==> config.mk <==
export PLATFORM = sky130hd
export DESIGN_NAME = uart_irq_ctrl
export DESIGN_NICKNAME = d
export VERILOG_FILES = /design/src/rtl/uart_irq_pkg.sv /design/src/rtl/uart_irq_modem.sv /design/src/rtl/uart_irq_line.sv /design/src/rtl/uart_irq_prio.sv /design/src/rtl/uart_irq_ctrl.sv
export SDC_FILE = /design/constraint.sdc
export NUM_CORES = 1
export LEC_CHECK = 0
export ABC_CLOCK_PERIOD_IN_PS = 2500
export BUFFER_PORTS_ARGS = -buffer_cell sky130_fd_sc_hd__buf_2
export CELL_PAD_IN_SITES_DETAIL_PLACEMENT = 1
export CELL_PAD_IN_SITES_GLOBAL_PLACEMENT = 1
export CORE_MARGIN = 2
export CORE_UTILIZATION = 36
export CTS_CLUSTER_DIAMETER = 50
export DETAILED_ROUTE_END_ITERATION = 6
export PLACE_DENSITY_LB_ADDON = 0.1
export REMOVE_ABC_BUFFERS = 1
export SYNTH_ARGS = -nofsm -noshare
export SYNTH_HDL_FRONTEND = slang
export SYNTH_SLANG_ARGS = --single-unit
==> constraint.sdc <==
create_clock -name clk -period 2.5 [get_ports clk]
set_input_delay 0.375 -clock clk [delete_from_list [all_inputs] [get_ports clk]]
set_output_delay 0.375 -clock clk [all_outputs]
set_load 0.03 [all_outputs]
==> src/rtl/uart_irq_pkg.sv <==
package uart_irq_pkg;

    localparam int REG_AW    = 3;
    localparam int NUM_SRC   = 4;
    localparam int NUM_MODEM = 4;
    localparam int RX_ERR_W  = 3;

    localparam logic [REG_AW-1:0] OFS_DATA = 3'd0;
    localparam logic [REG_AW-1:0] OFS_IER  = 3'd1;
    localparam logic [REG_AW-1:0] OFS_IIR  = 3'd2;
    localparam logic [REG_AW-1:0] OFS_LSR  = 3'd5;
    localparam logic [REG_AW-1:0] OFS_MSR  = 3'd6;

    // Source code equals its rank: a larger code wins.
    typedef enum logic [1:0] {
        SRC_MODEM   = 2'b00,
        SRC_TXEMPTY = 2'b01,
        SRC_RXDATA  = 2'b10,
        SRC_LINE    = 2'b11
    } src_code_e;

    typedef struct packed {
        logic rbr_rd;
        logic thr_wr;
        logic ier_wr;
        logic iir_rd;
        logic lsr_rd;
        logic msr_rd;
    } reg_strobe_t;

endpackage

==> src/rtl/uart_irq_modem.sv <==
module uart_irq_modem #(
    parameter int LINES       = 4,
    parameter int SYNC_STAGES = 2,
    parameter int RING_IDX    = 2
) (
    input  logic                 clk,
    input  logic                 rst_n,
    input  logic [LINES-1:0]     modem_n,
    input  logic                 msr_rd,
    output logic [2*LINES-1:0]   msr_o,
    output logic                 pend_o
);

    typedef struct packed {
        logic [SYNC_STAGES-1:0][LINES-1:0] sync;
        logic [LINES-1:0]                  prev;
        logic [LINES-1:0]                  delta;
    } modem_st_t;

    modem_st_t q, d;
    logic [LINES-1:0] lvl;
    logic [LINES-1:0] evt;

    assign lvl = q.sync[SYNC_STAGES-1];

    // Per-line change detector; the ring line reacts only to its trailing edge.
    for (genvar i = 0; i < LINES; i++) begin : g_edge
        if (i == RING_IDX) begin : g_trail
            assign evt[i] = lvl[i] & ~q.prev[i];
        end else begin : g_any
            assign evt[i] = lvl[i] ^ q.prev[i];
        end
    end

    always_comb begin
        d = q;
        d.sync[0] = modem_n;
        for (int s = 1; s < SYNC_STAGES; s++) begin
            d.sync[s] = q.sync[s-1];
        end
        d.prev  = lvl;
        d.delta = (msr_rd ? '0 : q.delta) | evt;
    end

    always_ff @(posedge clk or negedge rst_n) begin
        if (!rst_n) begin
            q.sync  <= '1;
            q.prev  <= '1;
            q.delta <= '0;
        end else begin
            q <= d;
        end
    end

    assign msr_o  = {~lvl, q.delta};
    assign pend_o = |q.delta;

    AST_MSR_RD_CLEARS: assert property (@(posedge clk) disable iff (!rst_n)
        (msr_rd && (evt == '0)) |=> (msr_o[LINES-1:0] == '0));

    AST_RING_NO_LEAD: assert property (@(posedge clk) disable iff (!rst_n)
        (!msr_rd && !q.delta[RING_IDX] && !lvl[RING_IDX]) |=> !msr_o[RING_IDX]);

endmodule

==> src/rtl/uart_irq_line.sv <==
module uart_irq_line
    import uart_irq_pkg::*;
(
    input  logic                clk,
    input  logic                rst_n,
    input  logic                rx_done,
    input  logic [RX_ERR_W-1:0] rx_err,
    input  logic                tx_taken,
    input  logic                tx_idle,
    input  logic                rbr_rd,
    input  logic                lsr_rd,
    input  logic                thr_wr,
    input  logic                iir_rd_thre,
    output logic [7:0]          lsr_o,
    output logic                pend_line_o,
    output logic                pend_rx_o,
    output logic                pend_tx_o
);

    localparam int ERR_W = RX_ERR_W + 1;

    typedef struct packed {
        logic             dr;
        logic [ERR_W-1:0] err;   // {break, framing, parity, overrun}
        logic             full;
        logic             thre;
    } line_st_t;

    line_st_t q, d;
    logic     ovr;

    always_comb begin
        d   = q;
        ovr = rx_done & q.dr & ~rbr_rd;

        d.dr  = rx_done | (q.dr & ~rbr_rd);
        d.err = (lsr_rd ? '0 : q.err) | (rx_done ? {rx_err, ovr} : '0);

        if (thr_wr) begin
            d.full = 1'b1;
            d.thre = 1'b0;
        end else if (tx_taken && q.full) begin
            d.full = 1'b0;
            d.thre = 1'b1;
        end else if (iir_rd_thre) begin
            d.thre = 1'b0;
        end
    end

    always_ff @(posedge clk or negedge rst_n) begin
        if (!rst_n) begin
            q.dr   <= 1'b0;
            q.err  <= '0;
            q.full <= 1'b0;
            q.thre <= 1'b1;
        end else begin
            q <= d;
        end
    end

    assign lsr_o       = {1'b0, ~q.full & tx_idle, ~q.full, q.err, q.dr};
    assign pend_line_o = |q.err;
    assign pend_rx_o   = q.dr;
    assign pend_tx_o   = q.thre;

    AST_LSR_RD_CLEARS: assert property (@(posedge clk) disable iff (!rst_n)
        (lsr_rd && !rx_done) |=> (lsr_o[4:1] == 4'd0));

    AST_RBR_RD_CLEARS: assert property (@(posedge clk) disable iff (!rst_n)
        (rbr_rd && !rx_done) |=> !lsr_o[0]);

    AST_OVERRUN_SET: assert property (@(posedge clk) disable iff (!rst_n)
        (rx_done && lsr_o[0] && !rbr_rd) |=> lsr_o[1]);

    AST_THR_WR_FULL: assert property (@(posedge clk) disable iff (!rst_n)
        thr_wr |=> (!lsr_o[5] && !pend_tx_o));

    AST_TEMT_NEEDS_EMPTY: assert property (@(posedge clk) disable iff (!rst_n)
        lsr_o[6] |-> (lsr_o[5] && tx_idle));

endmodule

==> src/rtl/uart_irq_prio.sv <==
module uart_irq_prio #(
    parameter int NUM_SRC = 4,
    parameter int CODE_W  = (NUM_SRC > 1) ? $clog2(NUM_SRC) : 1
) (
    input  logic               clk,
    input  logic               rst_n,
    input  logic [NUM_SRC-1:0] en_pend,
    output logic               any_o,
    output logic [CODE_W-1:0]  code_o
);

    // Higher index wins; the scan ends on the highest set bit.
    always_comb begin
        code_o = '0;
        for (int i = 0; i < NUM_SRC; i++) begin
            if (en_pend[i]) code_o = CODE_W'(i);
        end
    end

    assign any_o = |en_pend;

    AST_PRIO_HIGHEST: assert property (@(posedge clk) disable iff (!rst_n)
        any_o |-> ((en_pend >> code_o) == NUM_SRC'(1)));

endmodule

==> src/rtl/uart_irq_ctrl.sv <==
module uart_irq_ctrl
    import uart_irq_pkg::*;
#(
    parameter int DATA_W      = 8,
    parameter int SYNC_STAGES = 2
) (
    input  logic                clk,
    input  logic                rst_n,
    input  logic [REG_AW-1:0]   reg_addr,
    input  logic                reg_rd,
    input  logic                reg_wr,
    input  logic [DATA_W-1:0]   reg_wdata,
    input  logic                rx_done,
    input  logic [RX_ERR_W-1:0] rx_err,
    input  logic                tx_taken,
    input  logic                tx_idle,
    input  logic [NUM_MODEM-1:0] modem_n,
    output logic                irq_o,
    output logic [7:0]          ier_o,
    output logic [7:0]          iir_o,
    output logic [7:0]          lsr_o,
    output logic [7:0]          msr_o
);

    localparam int IER_W  = NUM_SRC;
    localparam int CODE_W = $clog2(NUM_SRC);

    typedef struct packed {
        logic [IER_W-1:0] ier;
        logic             irq;
    } top_st_t;

    top_st_t      q, d;
    reg_strobe_t  stb;
    logic [NUM_SRC-1:0] en_pend;
    logic         pend_line, pend_rx, pend_tx, pend_ms;
    logic         any;
    logic [CODE_W-1:0] code;
    logic         iir_rd_thre;
    logic         unused_wdata;

    assign unused_wdata = ^reg_wdata[DATA_W-1:IER_W];

    always_comb begin
        stb.rbr_rd = reg_rd && (reg_addr == OFS_DATA);
        stb.thr_wr = reg_wr && (reg_addr == OFS_DATA);
        stb.ier_wr = reg_wr && (reg_addr == OFS_IER);
        stb.iir_rd = reg_rd && (reg_addr == OFS_IIR);
        stb.lsr_rd = reg_rd && (reg_addr == OFS_LSR);
        stb.msr_rd = reg_rd && (reg_addr == OFS_MSR);
    end

    uart_irq_line u_line (
        .clk         (clk),
        .rst_n       (rst_n),
        .rx_done     (rx_done),
        .rx_err      (rx_err),
        .tx_taken    (tx_taken),
        .tx_idle     (tx_idle),
        .rbr_rd      (stb.rbr_rd),
        .lsr_rd      (stb.lsr_rd),
        .thr_wr      (stb.thr_wr),
        .iir_rd_thre (iir_rd_thre),
        .lsr_o       (lsr_o),
        .pend_line_o (pend_line),
        .pend_rx_o   (pend_rx),
        .pend_tx_o   (pend_tx)
    );

    uart_irq_modem #(
        .LINES       (NUM_MODEM),
        .SYNC_STAGES (SYNC_STAGES),
        .RING_IDX    (2)
    ) u_modem (
        .clk    (clk),
        .rst_n  (rst_n),
        .modem_n(modem_n),
        .msr_rd (stb.msr_rd),
        .msr_o  (msr_o),
        .pend_o (pend_ms)
    );

    // Index of each source equals its identification code.
    always_comb begin
        en_pend[SRC_LINE]    = pend_line & q.ier[2];
        en_pend[SRC_RXDATA]  = pend_rx   & q.ier[0];
        en_pend[SRC_TXEMPTY] = pend_tx   & q.ier[1];
        en_pend[SRC_MODEM]   = pend_ms   & q.ier[3];
    end

    uart_irq_prio #(.NUM_SRC(NUM_SRC)) u_prio (
        .clk    (clk),
        .rst_n  (rst_n),
        .en_pend(en_pend),
        .any_o  (any),
        .code_o (code)
    );

    assign iir_o       = any ? {5'd0, code, 1'b0} : 8'h01;
    assign iir_rd_thre = stb.iir_rd && any && (code == SRC_TXEMPTY);

    always_comb begin
        d     = q;
        d.irq = any;
        if (stb.ier_wr) d.ier = reg_wdata[IER_W-1:0];
    end

    always_ff @(posedge clk or negedge rst_n) begin
        if (!rst_n) begin
            q <= '0;
        end else begin
            q <= d;
        end
    end

    assign irq_o = q.irq;
    assign ier_o = {{(8-IER_W){1'b0}}, q.ier};

    AST_IRQ_RISE_SEEN: assert property (@(posedge clk) disable iff (!rst_n)
        $rose(irq_o) |-> $past(iir_o[0] == 1'b0));

    AST_IRQ_FALL_SEEN: assert property (@(posedge clk) disable iff (!rst_n)
        $fell(irq_o) |-> $past(iir_o == 8'h01));

    AST_IIR_UPPER_ZERO: assert property (@(posedge clk) disable iff (!rst_n)
        (iir_o[7:3] == 5'd0) && (iir_o[0] || (iir_o[2:1] != 2'b00) || (msr_o[3:0] != 4'd0)));

    AST_OTHER_IIR_RD_KEEPS: assert property (@(posedge clk) disable iff (!rst_n)
        (stb.iir_rd && (iir_o == 8'h06) && !stb.thr_wr) |=> (pend_tx == $past(pend_tx) || $past(tx_taken)));

endmodule

==> Flow_metrics.wiki, run 1 <==
{| class="wikitable"
! Metric !! Value
|-
| Status || complete, no violations
|-
| Synth Flop Type || sky130_fd_sc_hd__dfrtp_1
|-
| Cell with the largest stage delay on the worst path || sky130_fd_sc_hd__o41ai_2
|-
| DRC viols || 0
|-
| Synthesized netlist cell count || 96
|-
| Clock tree skew after final layout || 3.29 ps
|-
| Hpwl dp || 1740 um
|-
| Sequential share of the synthesized area || between 60% and 70%
|-
| Maximum fanout along the worst path || 3
|-
| Wire length after detailed routing || between 2000 and 2500 um
|-
| Number of ports placed on the die boundary || 58
|-
| Growth of design area from synthesis to finish || 18.0%
|-
| Number of cells upsized or downsized after cts || 0
|-
| Clock-pin slew reported for the worst setup and hold paths after clock tree synthesis || approximately 150 ps
|-
| Flop and latch count out of synthesis || 28
|-
| CTS Root Buffer Type || sky130_fd_sc_hd__clkbuf_4
|-
| Hold buffer count at CTS || 0
|-
| Count of pins over their slew limit || 0
|-
| Maximum capacitance violations || 0
|-
| CTS Buffer Depth || 2
|-
| Vias post-DR || 774
|-
| Hold violation total from the final report || 0
|-
| Nets@finish || ~160
|-
| Final weighted congestion in routability-driven placement || 0.651
|-
| Share of the clock period used by the worst path || about nine tenths
|-
| Core area || between 0.003 and 0.004 mm2
|-
| CP cell instances || o41ai_2 -> nand2_2 -> a221oi_1 -> buf_2
|-
| Via count of the first global-routing pass || approximately 750
|-
| Height of the die || ~61 um
|-
| Fraction of registers with async set/reset || 100%
|-
| Inserted Clock Buffers || 3
|-
| Ratio of routed vias to standard cells || roughly 4.4
|-
| Class of the tightest hold or removal check || in2async
|-
| Largest net degree at the start of global routing || 29
|-
| Post-layout total power || around 1.1 mW
|-
| Post-CTS Repair Setup Buffers || 0
|-
| Num rows || 20
|-
| Startpoint class of the critical path || flip-flop
|-
| Leftover overflow at the end of global routing || 0
|-
| Total number of clock tree sinks || 28
|-
| Antenna Violating Nets Remaining || 0
|-
| Share of post-route cells with drive strength above 1 || 51.1%
|-
| Die boundary width || between 60 and 70 um
|-
| Final hold slack || 37.0 ps
|-
| Number of levels in the clock H-tree || 1
|-
| Count of flip-flops with a built-in enable after synthesis || 0
|-
| Die Footprint || about 0.0038 mm2
|-
| PwrDens || between 700 and 800 mW/mm2
|-
| Worst setup EP type || primary output
|-
| Summed instance area of the synthesized netlist || around 0.0012 mm2
|-
| Commonest cells after routing, fill and taps aside || sky130_fd_sc_hd__buf_2, sky130_fd_sc_hd__dfrtp_1, sky130_fd_sc_hd__dfstp_2
|-
| Number of warnings printed during yosys synthesis || 0
|-
| Initial antenna violation count || 0
|-
| Antenna diode count || 0
|-
| Clock Power Share || between 20 and 30%
|-
| Critical path data required time || ~2100 ps
|-
| Setup repair after global routing missed its margin || false
|-
| All-layer global routing usage || about 12%
|-
| Min Clock Period, post-route || ~2200 ps
|-
| Peak supply drop || between 0.0003 and 0.0004 V
|-
| Setup violation total in the final timing report || 0
|-
| First-pass GRT wire length || 3360 um
|-
| Worst slew margin relative to its limit || approximately three fifths
|-
| Maximum clock frequency || approximately 450 MHz
|-
| Pre-antenna DRT Iters || 4
|-
| Portion of total power attributed to combinational logic || 23.7%
|-
| TritonCTS clock tree || done
|-
| Distinct cells, synth || 26
|-
| CP Class || reg2out
|-
| Average wire per standard cell || between 10 and 15 um
|-
| Crit-path max cell delay || 520 ps
|-
| Data arrival, critical path || 1860 ps
|-
| Sequential share of power || roughly half
|-
| Setup TNS || 0 ps
|-
| Starting utilization of the core area || a little under two fifths
|-
| CP bufs+invs || 1
|-
| Most frequent standard cell in the layout excluding fill and tap cells || sky130_fd_sc_hd__buf_2
|-
| Sw frac || a little under a third
|-
| Total internal power || 0.749 mW
|-
| Clock latency at the later pin of the worst-skew pair || approximately 320 ps
|-
| Power spent charging and discharging nets || around 0.34 mW
|-
| Iter 0 DRT Violations || 5
|-
| Syn Area/Cell || 12.4 um2
|-
| Worst Tran Pin Value || about 600 ps
|-
| Port buffer count || 43
|-
| Static leakage || 0.663 nW
|-
| Cell family with most CP delay || compound AO/OA/AOI/OAI gates
|}
[worst register-to-register path: stages, from the launching register on]
cell and delay [ps]:
sky130_fd_sc_hd__dfrtp_1 440, sky130_fd_sc_hd__o41ai_2 520, sky130_fd_sc_hd__nand2_2 110, sky130_fd_sc_hd__a221o_1 280
[path summary, 6_finish.rpt]
kind / from / to / slack [ps] / cells past startpoint
max in group asynchronous: rst_n / u_modem.msr_o[1]$_DFF_PN0_ / 2070 / 1
setup / recovery: u_line.lsr_o[2]$_DFF_PN0_ / iir_o[0] / 270 / 4
min in group clk: modem_n[1] / u_modem.d[13]$_DFF_PN1_ / 130 / 1
setup reg to reg: u_line.lsr_o[2]$_DFF_PN0_ / irq_o$_DFF_PN0_ / 1050 / 3
hold reg to reg: u_modem.d[12]$_DFF_PN1_ / u_modem.lvl[0]$_DFF_PN1_ / 370 / 0
hold / removal: rst_n / u_line.q[1]$_DFFE_PN0P_ / 40 / 1
[sequential cells by signal, indices dropped and copies added (netlist names)]
name	flops
ier_o	4
u_line.lsr_o	4
u_modem.d	4
u_modem.lvl	4
u_modem.msr_o	4
u_modem.q	4
irq_o	1
u_line.pend_rx_o	1
u_line.pend_tx_o	1
u_line.q	1
[cell type report]
type,count,area [um2]
timing repair buffer,43,215
sequential,28,717
fill,372,1700
tap,44,55.1
multi-input combinational,51,335
inverter,7,26.3
clock inverter,1,30.0
clock buffer,3,22.5
[Yosys cell counts, types with 2 or more instances]
cell / instances / share of area, %
sky130_fd_sc_hd__a22o_1: 2 / 1.5
sky130_fd_sc_hd__buf_4: 19 / 12
sky130_fd_sc_hd__dfrtp_1: 15 / 32
sky130_fd_sc_hd__dfstp_2: 13 / 29
sky130_fd_sc_hd__inv_1: 7 / 2.2
sky130_fd_sc_hd__mux2_2: 4 / 3.8
sky130_fd_sc_hd__nand2_1: 11 / 3.5
sky130_fd_sc_hd__nand4b_1: 2 / 1.5
sky130_fd_sc_hd__o21ai_0: 4 / 1.7
sky130_fd_sc_hd__xnor2_1: 3 / 2.2
[cell families (layout without fill, tap and decap cells)]
group                     count (synthesis)  count (layout)  share of synthesized area [%]
and+or+nand+nor                          22              22                           10.9
AOI/OAI and AO/OA                        12              12                           8.22
DFF                                      28              28                           60.4
muxes                                     4               4                           3.79
xor gates and xnor gates                  3               3                           2.21
other                                     1              10                          0.316
buffers and inverters                    26              54                           14.2
[per-layer routing]
metal	up-vias	GRT usage, %	share of wire (%)
li1	371	-	-
met3	2	2.52	8.5
met1	369	15.4	43
met4	0	3.65	0.60
met5	-	0	0
met2	32	21.4	48
[power groups by stage]
| stage | combinational (mW) | sequential, mW | clock (mW) |
|---|---|---|---|
| CTS | 0.262 | 0.542 | 0.306 |
| global route | 0.278 | 0.548 | 0.324 |
| finish | 0.258 | 0.541 | 0.292 |
| global placement | 0.257 | 0.547 | 0 |
| detailed placement | 0.261 | 0.549 | 0 |
| floorplan | 0.118 | 0.599 | 0 |
[stage by stage]
stage | setup slack [ps] | std cells | cell area (um2) | utilization (%)
6_report | 266 | 177 | 1400 | 45.2
5_1_grt | 84.0 | 177 | 1400 | 45.2
4_1_cts | 229 | 177 | 1400 | 45.2
3_5_place_dp | 635 | 173 | 1350 | 43.5
3_3_place_gp | 638 | 173 | 1350 | 43.5
2_1_floorplan | 131 | 86 | 1080 | -
Power figures use the tool's default switching activity.
==> run 2, diff against run 1 <==
--- a/config.mk
+++ b/config.mk
@@ -14,6 +14,7 @@
 export CTS_CLUSTER_DIAMETER = 50
 export DETAILED_ROUTE_END_ITERATION = 6
 export PLACE_DENSITY_LB_ADDON = 0.1
+export RECOVER_POWER = 50
 export REMOVE_ABC_BUFFERS = 1
 export SYNTH_ARGS = -nofsm -noshare
 export SYNTH_HDL_FRONTEND = slang
==> Flow_metrics.wiki, run 2 (synthesized netlist as in run 1, its figures left out) <==
{| class="wikitable"
! Metric !! Value
|-
| Post-CTS Repair Setup Buffers || 0
|-
| CTS Buffer Depth || 2
|-
| Worst Tran Pin Value || approximately 1500 ps
|-
| PwrDens || slightly below 800 mW/mm2
|-
| Nets@finish || 159
|-
| Most used routing layer || met2
|-
| Growth of design area from synthesis to finish || 17.9%
|-
| Iter 0 DRT Violations || 5
|-
| Core area || around 0.0031 mm2
|-
| Maximum capacitance violations || 0
|-
| Ratio of routed vias to standard cells || ~4.4
|-
| Starting utilization of the core area || between 30% and 40%
|-
| Count of pins over their slew limit || 0
|-
| Clock-pin slew reported for the worst setup and hold paths after clock tree synthesis || ~150 ps
|-
| Setup violation total in the final timing report || 0
|-
| Final cell count without fillers || approximately 180
|-
| Vias post-DR || between 700 and 800
|-
| Final weighted congestion in routability-driven placement || about 0.65
|-
| TritonCTS clock tree || done
|-
| Average wire per standard cell || 12.3 um
|-
| Worst setup EP type || primary output
|-
| Static leakage || approximately 0.66 nW
|-
| Number of ports placed on the die boundary || between 50 and 60
|-
| Die boundary width || roughly 61 um
|-
| Total number of clock tree sinks || 28
|-
| Class of the tightest hold or removal check || in2reg
|-
| Pre-CTS setup slack || between 600 and 700 ps
|-
| Maximum clock frequency || approximately 450 MHz
|-
| Antenna diode count || 0
|-
| Final hold slack || ~130 ps
|-
| Num rows || 20
|-
| Hold buffer count at CTS || 0
|-
| Area of the multi-input gates || around 340 um2
|-
| Status || complete, no violations
|-
| Hpwl dp || 1740 um
|-
| Worst slew margin relative to its limit || between 3 and 4%
|-
| Crit path setup slack, layout || around 270 ps
|-
| Fraction of met3 tracks used by global routing || about 2.5%
|-
| CP Class || reg2out
|-
| Clock latency at the later pin of the worst-skew pair || ~320 ps
|-
| Largest net degree at the start of global routing || 29
|-
| Wire length after detailed routing || between 2000 and 2500 um
|-
| Port buffer count || 43
|-
| Height of the die || between 60 and 70 um
|-
| Most frequent standard cell in the layout excluding fill and tap cells || sky130_fd_sc_hd__buf_2
|-
| All-layer global routing usage || between 10% and 20%
|-
| Startpoint class of the critical path || flip-flop
|-
| Min Clock Period, post-route || around 2200 ps
|-
| Clock tree skew after final layout || ~3.2 ps
|-
| Antenna Violating Nets Remaining || 0
|-
| Peak supply drop || approximately 0.00033 V
|-
| Commonest cells after routing, fill and taps aside || sky130_fd_sc_hd__buf_2, sky130_fd_sc_hd__dfrtp_1, sky130_fd_sc_hd__nand2_1, sky130_fd_sc_hd__dfstp_2, sky130_fd_sc_hd__conb_1
|-
| Pre-antenna DRT Iters || 4
|-
| Data arrival, critical path || roughly 1900 ps
|-
| Area occupied by registers || slightly above 700 um2
|-
| Hold violation total from the final report || 0
|-
| CTS Root Buffer Type || sky130_fd_sc_hd__clkbuf_4
|-
| Initial antenna violation count || 0
|-
| First-pass GRT wire length || ~3400 um
|-
| Number of filler instances in the final layout || roughly 370
|-
| Share of post-route cells with drive strength above 1 || between 40% and 50%
|-
| DRC viols || 0
|-
| Die Footprint || about 0.0038 mm2
|-
| Met1 routing resource usage after global routing || between 10% and 20%
|-
| Cell Count Post-Placement || ~170
|-
| Share of the clock period used by the worst path || between 80% and 90%
|-
| Critical path data required time || between 2000 and 2500 ps
|-
| Number of cells upsized or downsized after cts || 0
|-
| M2 GR Usage || between 20 and 25%
|-
| Setup repair after global routing missed its margin || false
|-
| Setup TNS || 0 ps
|-
| Via count of the first global-routing pass || ~750
|-
| Maximum fanout along the worst path || 3
|-
| Leftover overflow at the end of global routing || 0
|-
| Number of levels in the clock H-tree || 1
|-
| Inserted Clock Buffers || 3
|}
==> run 2: cell count changes in the layout (fill, tap and decap cells not counted), sizes merged <==
cell,change
clkbuf,+1
buf,-1
==> run 2: per-layer routing <==
| layer | vias up | wire length (um) |
|---|---|---|
| met5 | - | 0 |
| met4 | 0 | 13 |
| met3 | 2 | 184 |
| met2 | 32 | 1050 |
| met1 | 369 | 927 |
| li1 | 371 | - |
==> run 2: cell type report <==
class / count / area share, %
Multi-Input combinational cell: 51 / 24.0
Clock inverter: 1 / 2.14
Clock buffer: 3 / 1.61
Sequential cell: 28 / 51.2
Inverter: 7 / 1.88
Tap cell: 44 / 3.93
Timing Repair Buffer: 43 / 15.3
==> run 2: final timing paths <==
kind / slack (ps) / depth (start not counted) / start / endpoint
max: 270 / 4 / u_line.lsr_o[2]$_DFF_PN0_ / iir_o[0]
min: 130 / 1 / modem_n[1] / u_modem.d[13]$_DFF_PN1_
max reg2reg: 1050 / 3 / u_line.lsr_o[2]$_DFF_PN0_ / irq_o$_DFF_PN0_
min reg2reg: 370 / 0 / u_modem.d[13]$_DFF_PN1_ / u_modem.lvl[1]$_DFF_PN1_
max in group asynchronous: 1300 / 1 / rst_n / u_modem.msr_o[1]$_DFF_PN0_
min in group asynchronous: 360 / 1 / rst_n / u_line.q[1]$_DFFE_PN0P_
==> run 2: critical path, stage by stage (launching register included) <==
cell and delay, ps:
sky130_fd_sc_hd__dfrtp_1 440, sky130_fd_sc_hd__o41ai_2 520, sky130_fd_sc_hd__nand2_2 110, sky130_fd_sc_hd__a221oi_1 220, sky130_fd_sc_hd__buf_2 250
==> run 2: metrics by stage <==
stage                     util (%)  cell area [um2]  power [mW]
final                         45.1             1400        1.09
after global routing          45.1             1400        1.15
after CTS                     45.2             1400        1.11
after detailed placement      43.5             1350       0.811
after global placement        43.5             1350       0.804
after floorplan                  -             1080       0.717
==> run 2: power by group <==
part | leakage, nW | internal (mW) | total (mW) | switching (mW)
Combinational | 0.340 | 0.0801 | 0.258 | 0.178
Sequential | 0.292 | 0.506 | 0.540 | 0.0339
Clock | 0.0279 | 0.162 | 0.292 | 0.130
Total | 0.659 | 0.748 | 1.09 | 0.341
==> run 3, diff against run 2 <==
--- a/config.mk
+++ b/config.mk
@@ -13,8 +13,9 @@
 export CORE_UTILIZATION = 36
 export CTS_CLUSTER_DIAMETER = 50
 export DETAILED_ROUTE_END_ITERATION = 6
+export MAX_ROUTING_LAYER = met4
 export PLACE_DENSITY_LB_ADDON = 0.1
-export RECOVER_POWER = 50
+export RECOVER_POWER = 100
 export REMOVE_ABC_BUFFERS = 1
 export SYNTH_ARGS = -nofsm -noshare
 export SYNTH_HDL_FRONTEND = slang
==> Flow_metrics.wiki, run 3 (synthesized netlist as in run 1, its figures left out) <==
{| class="wikitable"
! Metric !! Value
|-
| Status || complete, no violations
|-
| Maximum capacitance violations || 0
|-
| Cell Count Post-Placement || roughly 170
|-
| Final core utilization || between 40% and 50%
|-
| CTS Root Buffer Type || sky130_fd_sc_hd__clkbuf_4
|-
| Most used routing layer || met2
|-
| Die Footprint || between 0.003 and 0.004 mm2
|-
| All-layer global routing usage || 12.7%
|-
| Crit. Startpoint || u_line.lsr_o[2]$_DFF_PN0_
|-
| Fraction of met3 tracks used by global routing || roughly 2.5%
|-
| Worst R2R Setup Slack || around 1000 ps
|-
| Static leakage || 0.611 nW
|-
| Peak supply drop || 0.000325 V
|-
| Cell with the largest stage delay on the worst path || sky130_fd_sc_hd__o41ai_2
|-
| Crit path setup slack, layout || about 240 ps
|-
| Post-layout total power || roughly 1.1 mW
|-
| Die boundary width || 61.4 um
|-
| Most frequent standard cell in the layout excluding fill and tap cells || sky130_fd_sc_hd__clkbuf_1
|-
| Wire length after detailed routing || approximately 2200 um
|-
| Hpwl dp || 1740 um
|-
| Leftover overflow at the end of global routing || 0
|-
| Growth of design area from synthesis to finish || 15.5%
|-
| Setup repair after global routing missed its margin || false
|-
| Startpoint of the most critical register-to-register path || u_line.lsr_o[2]$_DFF_PN0_
|-
| Pre-antenna DRT Iters || 4
|-
| Clock tree skew after final layout || ~2.2 ps
|-
| Share of post-route cells with drive strength above 1 || between 30% and 40%
|-
| Vias post-DR || around 780
|-
| Port buffer count || 43
|-
| Inserted Clock Buffers || 3
|-
| Post-CTS Repair Setup Buffers || 0
|-
| Setup TNS || 0 ps
|-
| Total internal power || approximately 0.74 mW
|-
| Core area || 0.00310 mm2
|-
| Number of ports placed on the die boundary || 58
|-
| Post-route cell area || around 0.0014 mm2
|-
| Data arrival, critical path || between 1500 and 2000 ps
|-
| Number of levels in the clock H-tree || 1
|-
| Clock latency at the later pin of the worst-skew pair || approximately 320 ps
|-
| Count of pins over their slew limit || 0
|-
| Average wire per standard cell || 12.4 um
|-
| First-pass GRT wire length || approximately 3400 um
|-
| Starting utilization of the core area || around two fifths
|-
| Met1 routing resource usage after global routing || around 15%
|-
| Min Clock Period, post-route || around 2300 ps
|-
| Via count of the first global-routing pass || 753
|-
| Number of filler instances in the final layout || 376
|-
| Post-detailed-placement cell area || around 0.0013 mm2
|-
| Worst slew margin relative to its limit || approximately 3.1%
|-
| PwrDens || 787 mW/mm2
|-
| Worst setup EP type || primary output
|-
| Startpoint class of the critical path || flip-flop
|-
| Final hold slack || about 130 ps
|-
| Antenna Violating Nets Remaining || 0
|-
| CP Class || reg2out
|-
| Setup violation total in the final timing report || 0
|-
| Ratio of routed vias to standard cells || about 4.4
|-
| Clock Power Share || a little over a quarter
|-
| DRC viols || 0
|-
| Hold buffer count at CTS || 0
|-
| Nets@finish || 159
|-
| Initial antenna violation count || 0
|-
| Num rows || 20
|-
| Iter 0 DRT Violations || 8
|-
| Sw frac || 31.8%
|-
| Share of the clock period used by the worst path || 90.5%
|-
| Power spent charging and discharging nets || around 0.34 mW
|-
| Number of cells upsized or downsized after cts || 0
|-
| Sequential share of power || 50.1%
|-
| TritonCTS clock tree || done
|-
| Antenna diode count || 0
|-
| Class of the tightest hold or removal check || in2reg
|-
| Final weighted congestion in routability-driven placement || around 0.66
|-
| Critical path data required time || 2120 ps
|-
| CTS Buffer Depth || 2
|-
| Commonest cells after routing, fill and taps aside || sky130_fd_sc_hd__clkbuf_1, sky130_fd_sc_hd__buf_2, sky130_fd_sc_hd__dfrtp_1
|-
| Worst Tran Pin Value || 1450 ps
|-
| Largest net degree at the start of global routing || 29
|-
| CP cell instances || o41ai_2 -> nand2_2 -> a221oi_1 -> clkbuf_2
|-
| Maximum clock frequency || ~440 MHz
|-
| Hold violation total from the final report || 0
|-
| M2 GR Usage || 21.4%
|-
| Crit-path max cell delay || between 500 and 600 ps
|-
| Height of the die || approximately 61 um
|-
| Portion of total power attributed to combinational logic || between 20 and 25%
|-
| Maximum fanout along the worst path || 3
|-
| Clock-pin slew reported for the worst setup and hold paths after clock tree synthesis || 150 ps
|-
| Final cell count without fillers || ~180
|-
| Total number of clock tree sinks || 28
|-
| Pre-CTS setup slack || ~630 ps
|-
| Hold path startpoint || modem_n[1]
|}
## run 3: path summary, 6_finish.rpt
path | end | depth (start not counted)
hold / removal | u_modem.d[13]$_DFF_PN1_ | 1
max in group asynchronous | u_modem.msr_o[1]$_DFF_PN0_ | 1
setup / recovery | iir_o[0] | 4
min in group asynchronous | u_line.q[1]$_DFFE_PN0P_ | 1
setup reg to reg | irq_o$_DFF_PN0_ | 3
hold reg to reg | u_modem.lvl[2]$_DFF_PN1_ | 0
## run 3: per-layer routing
layer	part of all wire [%]	up-vias	wire length [um]
met4	0.36	0	8
met1	43	378	944
met5	0	-	0
li1	-	371	-
met3	8.1	2	178
met2	48	32	1060
## run 3: layout make-up
cell class	count	area, um2	share of cell area (%)
clock inverters	1	30.0	2.19
clock buffers	3	22.5	1.64
well taps	44	55.1	4.01
inverters	7	26.3	1.92
flip-flops and latches	28	717	52.3
multi-input cells	51	335	24.5
repair buffers	43	185	13.5
## run 3: power groups by stage
stage	logic, mW	registers [mW]	clock network (mW)
6_report	0.246	0.541	0.292
5_1_grt	0.267	0.548	0.324
4_1_cts	0.262	0.542	0.306
3_5_place_dp	0.261	0.549	0
3_3_place_gp	0.257	0.547	0
2_1_floorplan	0.118	0.599	0
## run 3: worst max-delay path, delay by kind of cell (launching register included)
kind	cells	cell delay, ps
DFF	1	440
buffers and inverters	1	250
AOI/OAI and AO/OA	2	750
and+or+nand+nor	1	120
